File: src/rtl/hz_pkg.sv
package hz_pkg;
  typedef enum logic [1:0] {
    SRC_RF    = 2'd0,
    SRC_EXMEM = 2'd1,
    SRC_MEMWB = 2'd2
  } opnd_src_e;
endpackage

File: src/rtl/hz_fwd_unit.sv
module hz_fwd_unit
  import hz_pkg::*;
#(
  parameter int REG_W      = 5,
  parameter bit FORWARD_EN = 1'b1
) (
  input  logic             clk,
  input  logic             rst_n,
  input  logic [REG_W-1:0] ex_rs1,
  input  logic [REG_W-1:0] ex_rs2,
  input  logic             ex_is_store,
  input  logic [REG_W-1:0] mem_rd,
  input  logic             mem_we,
  input  logic [REG_W-1:0] mem_rs2,
  input  logic             mem_is_store,
  input  logic [REG_W-1:0] wb_rd,
  input  logic             wb_we,
  output opnd_src_e        sel_a,
  output opnd_src_e        sel_b,
  output logic             sel_st
);
  localparam logic [REG_W-1:0] ZERO_REG = '0;

  function automatic opnd_src_e pick(input logic [REG_W-1:0] rs,
                                     input logic [REG_W-1:0] m_rd, input logic m_we,
                                     input logic [REG_W-1:0] w_rd, input logic w_we);
    if (rs == ZERO_REG)           pick = SRC_RF;
    else if (m_we && m_rd == rs)  pick = SRC_EXMEM;
    else if (w_we && w_rd == rs)  pick = SRC_MEMWB;
    else                          pick = SRC_RF;
  endfunction

  generate
    if (FORWARD_EN) begin : g_bypass
      assign sel_a  = pick(ex_rs1, mem_rd, mem_we, wb_rd, wb_we);
      assign sel_b  = ex_is_store ? SRC_RF : pick(ex_rs2, mem_rd, mem_we, wb_rd, wb_we);
      assign sel_st = mem_is_store && (mem_rs2 != ZERO_REG) && wb_we && (wb_rd == mem_rs2);
    end else begin : g_none
      assign sel_a  = SRC_RF;
      assign sel_b  = SRC_RF;
      assign sel_st = 1'b0;
    end
  endgenerate

  assert_store_b_rf_R3: assert property (@(posedge clk) disable iff (!rst_n)
    ex_is_store |-> sel_b == SRC_RF);
  assert_st_only_store_R4: assert property (@(posedge clk) disable iff (!rst_n)
    sel_st |-> (mem_is_store && wb_we));
  assert_x0_quiet_R2: assert property (@(posedge clk) disable iff (!rst_n)
    (ex_rs1 == ZERO_REG) |-> sel_a == SRC_RF);
endmodule

File: src/rtl/hz_stall_unit.sv
module hz_stall_unit #(
  parameter int REG_W      = 5,
  parameter bit FORWARD_EN = 1'b1
) (
  input  logic             clk,
  input  logic             rst_n,
  input  logic [REG_W-1:0] id_rs1,
  input  logic [REG_W-1:0] id_rs2,
  input  logic             id_is_store,
  input  logic [REG_W-1:0] ex_rd,
  input  logic             ex_we,
  input  logic             ex_is_load,
  input  logic [REG_W-1:0] mem_rd,
  input  logic             mem_we,
  input  logic             redirect,
  output logic             stall,
  output logic             hold_pc,
  output logic             hold_ifid,
  output logic             kill_ifid,
  output logic             kill_idex
);
  localparam logic [REG_W-1:0] ZERO_REG = '0;

  logic need;

  generate
    if (FORWARD_EN) begin : g_bypass
      logic load_use, store_gap;
      always_comb begin
        load_use  = ex_is_load && ex_we && (ex_rd != ZERO_REG) &&
                    ((id_rs1 == ex_rd) || (!id_is_store && id_rs2 == ex_rd));
        store_gap = id_is_store && (id_rs2 != ZERO_REG) && mem_we && (mem_rd == id_rs2) &&
                    !(ex_we && ex_rd == id_rs2);
        need      = load_use || store_gap;
      end
    end else begin : g_interlock
      logic hit1, hit2;
      always_comb begin
        hit1 = (id_rs1 != ZERO_REG) &&
               ((ex_we && ex_rd == id_rs1) || (mem_we && mem_rd == id_rs1));
        hit2 = (id_rs2 != ZERO_REG) &&
               ((ex_we && ex_rd == id_rs2) || (mem_we && mem_rd == id_rs2));
        need = hit1 || hit2;
      end
    end
  endgenerate

  always_comb begin
    stall     = need && !redirect;
    hold_pc   = stall;
    hold_ifid = stall;
    kill_ifid = redirect;
    kill_idex = stall || redirect;
  end

  assert_redirect_no_hold_R9: assert property (@(posedge clk) disable iff (!rst_n)
    redirect |-> (!hold_pc && !hold_ifid && kill_ifid && kill_idex));
  assert_stall_bubble_R5: assert property (@(posedge clk) disable iff (!rst_n)
    hold_pc |-> (hold_ifid && kill_idex && !kill_ifid));
endmodule

File: src/rtl/hz_event_ctr.sv
module hz_event_ctr #(
  parameter int CNT_W = 16,
  parameter int INC_W = 1
) (
  input  logic             clk,
  input  logic             rst_n,
  input  logic [INC_W-1:0] inc,
  output logic [CNT_W-1:0] count
);
  logic past_ok;

  always_ff @(posedge clk) begin
    if (!rst_n) begin
      count   <= '0;
      past_ok <= 1'b0;
    end else begin
      count   <= count + CNT_W'(inc);
      past_ok <= 1'b1;
    end
  end

  assert_count_step_R10: assert property (@(posedge clk) disable iff (!rst_n)
    past_ok |-> (count - $past(count)) == CNT_W'($past(inc)));
endmodule

File: src/rtl/hazard_ctrl.sv
module hazard_ctrl
  import hz_pkg::*;
#(
  parameter int REG_W      = 5,
  parameter int CNT_W      = 16,
  parameter bit FORWARD_EN = 1'b1
) (
  input  logic             clk,
  input  logic             rst_n,
  input  logic [REG_W-1:0] id_rs1,
  input  logic [REG_W-1:0] id_rs2,
  input  logic             id_is_store,
  input  logic [REG_W-1:0] ex_rs1,
  input  logic [REG_W-1:0] ex_rs2,
  input  logic [REG_W-1:0] ex_rd,
  input  logic             ex_we,
  input  logic             ex_is_load,
  input  logic             ex_is_store,
  input  logic [REG_W-1:0] mem_rd,
  input  logic             mem_we,
  input  logic [REG_W-1:0] mem_rs2,
  input  logic             mem_is_store,
  input  logic [REG_W-1:0] wb_rd,
  input  logic             wb_we,
  input  logic             redirect,
  output logic [1:0]       fwd_a_sel,
  output logic [1:0]       fwd_b_sel,
  output logic             fwd_st_sel,
  output logic             hold_pc,
  output logic             hold_ifid,
  output logic             kill_ifid,
  output logic             kill_idex,
  output logic [CNT_W-1:0] stall_count,
  output logic [CNT_W-1:0] fwd_count,
  output logic [CNT_W-1:0] flush_count
);
  localparam int FWD_INC_W = 2;

  opnd_src_e            sel_a, sel_b;
  logic                 sel_st, stall;
  logic [FWD_INC_W-1:0] fwd_events;

  hz_fwd_unit #(.REG_W(REG_W), .FORWARD_EN(FORWARD_EN)) u_fwd (
    .clk(clk), .rst_n(rst_n),
    .ex_rs1(ex_rs1), .ex_rs2(ex_rs2), .ex_is_store(ex_is_store),
    .mem_rd(mem_rd), .mem_we(mem_we), .mem_rs2(mem_rs2), .mem_is_store(mem_is_store),
    .wb_rd(wb_rd), .wb_we(wb_we),
    .sel_a(sel_a), .sel_b(sel_b), .sel_st(sel_st)
  );

  hz_stall_unit #(.REG_W(REG_W), .FORWARD_EN(FORWARD_EN)) u_stall (
    .clk(clk), .rst_n(rst_n),
    .id_rs1(id_rs1), .id_rs2(id_rs2), .id_is_store(id_is_store),
    .ex_rd(ex_rd), .ex_we(ex_we), .ex_is_load(ex_is_load),
    .mem_rd(mem_rd), .mem_we(mem_we), .redirect(redirect),
    .stall(stall), .hold_pc(hold_pc), .hold_ifid(hold_ifid),
    .kill_ifid(kill_ifid), .kill_idex(kill_idex)
  );

  assign fwd_a_sel  = sel_a;
  assign fwd_b_sel  = sel_b;
  assign fwd_st_sel = sel_st;
  assign fwd_events = FWD_INC_W'(sel_a != SRC_RF) + FWD_INC_W'(sel_b != SRC_RF)
                    + FWD_INC_W'(sel_st);

  hz_event_ctr #(.CNT_W(CNT_W), .INC_W(1)) u_stall_ctr (
    .clk(clk), .rst_n(rst_n), .inc(stall), .count(stall_count));
  hz_event_ctr #(.CNT_W(CNT_W), .INC_W(FWD_INC_W)) u_fwd_ctr (
    .clk(clk), .rst_n(rst_n), .inc(fwd_events), .count(fwd_count));
  hz_event_ctr #(.CNT_W(CNT_W), .INC_W(1)) u_flush_ctr (
    .clk(clk), .rst_n(rst_n), .inc(redirect), .count(flush_count));

  assert_interlock_no_bypass_R8: assert property (@(posedge clk) disable iff (!rst_n)
    !FORWARD_EN |-> (fwd_a_sel == 2'd0 && fwd_b_sel == 2'd0 && !fwd_st_sel));
endmodule

File: config.mk
export PLATFORM = sky130hd
export DESIGN_NAME = hazard_ctrl
export DESIGN_NICKNAME = d
export VERILOG_FILES = /design/src/rtl/hz_pkg.sv /design/src/rtl/hz_fwd_unit.sv /design/src/rtl/hz_stall_unit.sv /design/src/rtl/hz_event_ctr.sv /design/src/rtl/hazard_ctrl.sv
export SDC_FILE = /design/constraint.sdc
export NUM_CORES = 1
export LEC_CHECK = 0
export BUFFER_PORTS_ARGS = -buffer_cell sky130_fd_sc_hd__buf_2
export CORE_MARGIN = 2
export CORE_UTILIZATION = 49
export DETAILED_ROUTE_END_ITERATION = 7
export GPL_ROUTABILITY_DRIVEN = 0
export PLACE_DENSITY = 0.78
export SLEW_MARGIN = 25
export SYNTH_ARGS = -nofsm -noshare
export SYNTH_HDL_FRONTEND = slang
export SYNTH_SLANG_ARGS = --single-unit
File: constraint.sdc
create_clock -name clk -period 3.1 [get_ports clk]
set_input_delay 0 -clock clk [delete_from_list [all_inputs] [get_ports clk]]
set_output_delay 0 -clock clk [all_outputs]
set_load 0.01 [all_outputs]
# After elaboration in Yosys (flattened, before gate mapping)
# Cells that the tools add are included.
# word_totals
reg_bits	48
inputBits	50
output_inout_bits	57
elab_cells	54
# op_classes
n_reduce_logical	30
addsub	5
n_mux	7
eq_ne	9
# ops
cell	count
$eq A5 B5 Y1	9
$add A16 B1 Y16	2
$logic_and A1 B1 Y1	17
$add A16 B2 Y16	1
$reduce_bool A5 Y1	3
$mux W2	7
$logic_not A5 Y1	2
$reduce_bool A2 Y1	2
$logic_not A1 Y1	3
$logic_or A1 B1 Y1	3
$add A1 B1 Y2	1
$add A2 B1 Y2	1

# Logic depth before layout (Yosys ltp)
# depth
ltp_word	10
ltp_mapped	12

# By module
# Synthesis repeated with hierarchy kept, for this count alone.
# hier_totals
cells_unflattened	329
area_unflattened_um2	2861.5
# by_module_without_submodules
module	cells_per_inst	instances	area_each_um2
hz_event_ctr at u_flush_ctr ...	82	2	743.2
hz_event_ctr at u_fwd_ctr	81	1	728.2
hz_fwd_unit	46	1	360.3
hz_stall_unit	35	1	254.0
hazard_ctrl	3	1	32.5

# Worst setup path after synthesis
# OpenSTA, ideal clock, no wires.
# synth_timing
kind	input-to-reg
start	in mem_rs2[2]
end	reg u_fwd_ctr.count[8]
t_arrival_ns	2.260
required_time_ns	2.985
stages	11
setup_ns	0.115
path_slack_ns	0.725
cell_sequence	xnor2_1 -> o2111ai_1 -> nor4_1 -> o21ai_0 -> fa_1 -> inv_1 -> ha_1 -> fa_1 -> nand4_1 -> xnor2_1 -> and2_1
# synth_between
elab_chain_len	6
elab_cells_between_ends	7
# synth_rtl
element	line	text
from (decl)	hazard_ctrl.sv:21	input logic [REG_W-1:0] mem_rs2,
$reduce_bool A5 Y1	hz_fwd_unit.sv:37	assign sel_st = mem_is_store && (mem_rs2 != ZERO_REG) && wb_we && (wb_rd == mem_rs2);
$logic_and A1 B1 Y1 (2 in series)	hz_fwd_unit.sv:37	
$logic_and A1 B1 Y1 *	hz_fwd_unit.sv:37	
$add A2 B1 Y2 *	hazard_ctrl.sv:64	+ FWD_INC_W'(sel_st);
$add A16 B2 Y16 *	hz_event_ctr.sv:17	count <= count + CNT_W'(inc);
to (signal assigned)	hz_event_ctr.sv:17	
to (decl)	hz_event_ctr.sv:8	output logic [CNT_W-1:0] count
# Mark *: on every way between the ends. The rest lies on a longest branch, timed or not.
# A chain may end at the register's enable or synchronous reset.

# Worst setup path after layout
# layout_timing
start	in wb_rd[2]
end	reg u_fwd_ctr.count[15]
# layout_between
elab_chain_len	10
elab_cells_between_ends	18
# layout_rtl
element	line	text
from (decl)	hazard_ctrl.sv:23	input logic [REG_W-1:0] wb_rd,
$eq A5 B5 Y1	hz_fwd_unit.sv:29	else if (w_we && w_rd == rs) pick = SRC_MEMWB;
$logic_and A1 B1 Y1	hz_fwd_unit.sv:29	
$mux W2	hz_fwd_unit.sv:29	
$mux W2	hz_fwd_unit.sv:28	else if (m_we && m_rd == rs) pick = SRC_EXMEM;
$mux W2	hz_fwd_unit.sv:27	if (rs == ZERO_REG) pick = SRC_RF;
$mux W2	hz_fwd_unit.sv:36	assign sel_b = ex_is_store ? SRC_RF : pick(ex_rs2, mem_rd, mem_we, wb_rd, wb_we);
$reduce_bool A2 Y1	hazard_ctrl.sv:63	assign fwd_events = FWD_INC_W'(sel_a != SRC_RF) + FWD_INC_W'(sel_b != SRC_RF)
$add A1 B1 Y2	hazard_ctrl.sv:63	
$add A2 B1 Y2 *	hazard_ctrl.sv:64	
$add A16 B2 Y16 *	hz_event_ctr.sv:17	
# Marked as above.

==> metrics.txt <==
# TYPE chip_impl_metric gauge
chip_impl_info{name="outcome",value="complete, no violations"} 1
chip_impl_metric{name="hold_slack_final",unit="ns"} 0.0767
chip_impl_metric{name="boundaryPins",unit=""} 107
chip_impl_metric{name="p_clk_share",unit="%"} 33.9
chip_impl_metric{name="pre_cts_ws",unit="ns"} 0.346
chip_impl_metric{name="finalInstanceArea",unit="mm^2"} 0.00344
chip_impl_metric{name="drcViolationCount",unit=""} 0
chip_impl_info{name="cp-start-kind",value="primary input"} 1
chip_impl_info{name="crit_top_cell",value="xnor2_1"} 1
chip_impl_info{name="most_frequent_cells_in_the_layout",value="buf_2, dfxtp_1, xor2_1"} 1
chip_impl_metric{name="n_fill_cell",unit=""} 486
chip_impl_metric{name="drive_gt1_share",unit="%"} 29.6
chip_impl_metric{name="synth_compound_gate_area_share",unit="%"} 5.58
chip_impl_info{name="synth_top_family_by_area",value="simple AND/OR/NAND/NOR gates"} 1
chip_impl_metric{name="syn-cell-area",unit="mm^2"} 0.00276
chip_impl_metric{name="design.core.area",unit="mm^2"} 0.00547
chip_impl_info{name="timing.critical_path.slowest_stage_cell",value="fa_1"} 1
chip_impl_metric{name="finalHoldViolCount",unit=""} 0
chip_impl_metric{name="synth_nets",unit=""} 357
chip_impl_metric{name="drt-total-wl",unit="um"} 5880
chip_impl_metric{name="design.die.area",unit="mm^2"} 0.00624
chip_impl_metric{name="critical_path.max_stage_delay",unit="ns"} 0.56
chip_impl_metric{name="vias_per_cell",unit=""} 5.05
chip_impl_metric{name="flow.area_growth_from_synthesis",unit="%"} 24.8
chip_impl_metric{name="worst_setup_hold_path_clk_slew",unit="ns"} 0.09
chip_impl_metric{name="max_freq",unit="MHz"} 404
chip_impl_metric{name="die_width",unit="um"} 79
chip_impl_metric{name="synthesis.area_per_instance",unit="um^2"} 9.22
chip_impl_metric{name="skew",unit="ns"} 0.00641
chip_impl_metric{name="synth_fa_ha_area_share",unit="%"} 4.18
chip_impl_metric{name="final.setup.tns",unit="ns"} 0
chip_impl_metric{name="grtUsageTotal",unit="%"} 19.5
chip_impl_metric{name="internal_power",unit="mW"} 0.867
chip_impl_info{name="path_cells",value="buf_2 > xnor2_1 > o2111ai_1 > nor4_1 > o21ai_0 > fa_1 > inv_1 > ha_1 > a21oi_1 > and4b_1 > nand4_1 > xnor2_1 > and2_1"} 1
chip_impl_metric{name="switching_power",unit="mW"} 0.276
chip_impl_info{name="synth.area.top_cells",value="dfxtp_1, xor2_1, xnor2_1"} 1
chip_impl_metric{name="synth_seq_area_share",unit="%"} 34.9
chip_impl_metric{name="first_global_vias",unit=""} 2338
chip_impl_metric{name="globalRoute.totalOverflow",unit=""} 0
chip_impl_metric{name="post_cts.resized_instances",unit=""} 0
chip_impl_metric{name="start_util",unit="%"} 50.4
chip_impl_metric{name="grt_max_degree",unit=""} 49
chip_impl_metric{name="power_switching_share",unit="%"} 24.2
chip_impl_metric{name="grt_first_pass_wirelength",unit="um"} 10100
chip_impl_metric{name="path_max_fanout",unit=""} 5
chip_impl_metric{name="synthMuxAreaShare",unit="%"} 0
chip_impl_metric{name="slew_violations",unit=""} 0
chip_impl_info{name="top_cell_type_by_total_area_after_synthesis",value="dfxtp_1"} 1
chip_impl_metric{name="antenna_violations_before_repair",unit=""} 0
chip_impl_info{name="timing.critical_path.to_type",value="register"} 1
chip_impl_metric{name="n_antenna_cell",unit=""} 0
chip_impl_metric{name="placed_cells_incl_taps",unit=""} 470
chip_impl_metric{name="synthDistinctLibCells",unit=""} 40
chip_impl_metric{name="post_synthesis_xor_xnor_area_fraction",unit="%"} 23.2
chip_impl_metric{name="die-height",unit="um"} 79
chip_impl_metric{name="core.rowCount",unit=""} 27
chip_impl_metric{name="detailed_place.area",unit="mm^2"} 0.00334
chip_impl_metric{name="ctsLongestPathBuffers",unit=""} 2
chip_impl_metric{name="cp_data_required_time",unit="ns"} 3.28
chip_impl_info{name="root_buffer",value="clkbuf_8"} 1
chip_impl_metric{name="synth_simple_gate_area_share",unit="%"} 30.0
chip_impl_metric{name="synth.top_cell.area_share",unit="%"} 34.9
chip_impl_metric{name="layout.core_utilization",unit="%"} 62.8
chip_impl_metric{name="yosys_warn_count",unit=""} 0
chip_impl_metric{name="tritoncts_sink_count",unit=""} 48
chip_impl_metric{name="tritoncts.num_buffers",unit=""} 5
chip_impl_metric{name="worst_slew_margin_rel",unit="%"} 60.0
chip_impl_metric{name="finalCritPeriodShare",unit="%"} 79.9
chip_impl_metric{name="routed_wire_length_per_instance",unit="um"} 12.3
chip_impl_metric{name="report.power.total",unit="mW"} 1.14
chip_impl_info{name="synth-main-ff-cell",value="dfxtp_1"} 1
chip_impl_metric{name="power.sequential.fraction",unit="%"} 54.5
chip_impl_metric{name="via_count",unit=""} 2415
chip_impl_metric{name="detail_route.first_pass.iterations",unit=""} 4
chip_impl_info{name="min-delay-path-class",value="primary input to register"} 1
chip_impl_info{name="mostFrequentLayoutCell",value="buf_2"} 1
chip_impl_metric{name="port-buffer-count",unit=""} 106
chip_impl_metric{name="layout.nets",unit=""} 463
chip_impl_metric{name="setup-violations-final",unit=""} 0
chip_impl_metric{name="worstPathArrival",unit="ns"} 2.66
chip_impl_metric{name="drt_iter0_markers",unit=""} 51
chip_impl_metric{name="postCtsSetupBuffers",unit=""} 0
chip_impl_info{name="cts_tree",value="done"} 1
chip_impl_metric{name="clock_insertion_delay_worst_skew",unit="ns"} 0.29
chip_impl_info{name="rsz0062_at_grt",value="false"} 1
chip_impl_metric{name="number_of_flops_mapped_to_enable_cells_by_yosys",unit=""} 0
chip_impl_metric{name="post_layout_nonfiller_instances",unit=""} 478
chip_impl_metric{name="worst-slew-pin-transition",unit="ns"} 0.600
chip_impl_metric{name="syn-instance-count",unit=""} 299
chip_impl_metric{name="cts_hold_buf",unit=""} 0
chip_impl_metric{name="drt.antenna.violating_nets",unit=""} 0
chip_impl_metric{name="post-route-worst-setup-slack",unit="ns"} 0.623
chip_impl_metric{name="min_period",unit="ns"} 2.48
chip_impl_metric{name="asyncSetResetFlopFracSynth",unit="%"} 0
chip_impl_metric{name="power.ir.vdd_worst",unit="uV"} 266
chip_impl_metric{name="htree_levels",unit=""} 2
chip_impl_metric{name="p_leak",unit="nW"} 1.68
chip_impl_info{name="critical_path_class",value="primary input to register"} 1
chip_impl_metric{name="maxCapViolations",unit=""} 0
chip_impl_metric{name="hpwl",unit="um"} 4660
chip_impl_metric{name="powerDensity",unit="mW/mm^2"} 332
chip_impl_metric{name="synth-seq-cells",unit=""} 48
chip_impl_metric{name="combinationalPowerShare",unit="%"} 11.7
==> state kept, by name (all words and copies together) (netlist names) <==
signal,flops
u_fwd_ctr.count,16
u_stall_ctr.count,16
u_flush_ctr.count,16
==> layer usage <==
| metal | vias up | GRT usage, % | wire length [um] |
|---|---|---|---|
| met5 | - | 0 | 0 |
| met3 | 9 | 3.75 | 369 |
| met4 | 0 | 5.52 | 76 |
| met1 | 1097 | 23.8 | 2660 |
| met2 | 77 | 34.7 | 2780 |
| li1 | 1232 | - | - |
==> critical path: cells and delay by family <==
| family | cells | cell delay, ns |
|---|---|---|
| xor gates and xnor gates | 2 | 0.20 |
| AOI/OAI and AO/OA | 3 | 0.65 |
| adders and majority gates | 2 | 0.79 |
| and+or+nand+nor | 4 | 0.86 |
| buffers and inverters | 2 | 0.17 |
==> Yosys cell counts (3+ instances only) <==
cell      instances
ha_1              6
a21boi_1          3
xor2_1           40
and2_1           38
and4_1            4
nand4_1           6
o21ai_0           7
clkbuf_1          5
xnor2_1          33
inv_1             7
a21oi_1           3
dfxtp_1          48
nor4_1            8
and3_1           10
nand3_1          16
nor2b_1           7
nor3_1            3
nand2_1          17
or3_1             6
nor2_1            5
==> layout make-up <==
class | count | area (um^2) | area share [%]
Clock buffer | 6 | 82.6 | 2.40
Clock inverter | 2 | 13.8 | 0.400
Inverter | 7 | 26.3 | 0.764
Multi-Input combinational cell | 237 | 1740 | 50.5
Sequential cell | 48 | 961 | 27.9
Tap cell | 72 | 90.1 | 2.62
Timing Repair Buffer | 106 | 531 | 15.4
==> power by group through the flow <==
stage	clock network [mW]	logic, mW	registers [mW]
floorplan	0	0.0646	0.639
global placement	0	0.131	0.637
detailed placement	0	0.134	0.637
CTS	0.402	0.134	0.623
global route	0.427	0.149	0.624
finish	0.387	0.133	0.623
==> worst paths after layout <==
path / to / cells past startpoint / slack, ns / from
worst max-delay path: u_fwd_ctr.count[15] / 13 / 0.62 / wb_rd[2]
worst min-delay path: u_flush_ctr.count[0] / 3 / 0.08 / redirect
worst max register to register: u_fwd_ctr.count[15] / 9 / 0.93 / u_fwd_ctr.count[0]
worst min register to register: u_fwd_ctr.count[12] / 2 / 0.50 / u_fwd_ctr.count[12]
==> logic make-up after synthesis <==
family / Yosys count
buf+inv: 14
simple gates: 133
xor+xnor: 73
compound gates: 23
flops: 48
fa+ha+maj: 8
No activity file was read; power rests on OpenSTA's default activity.
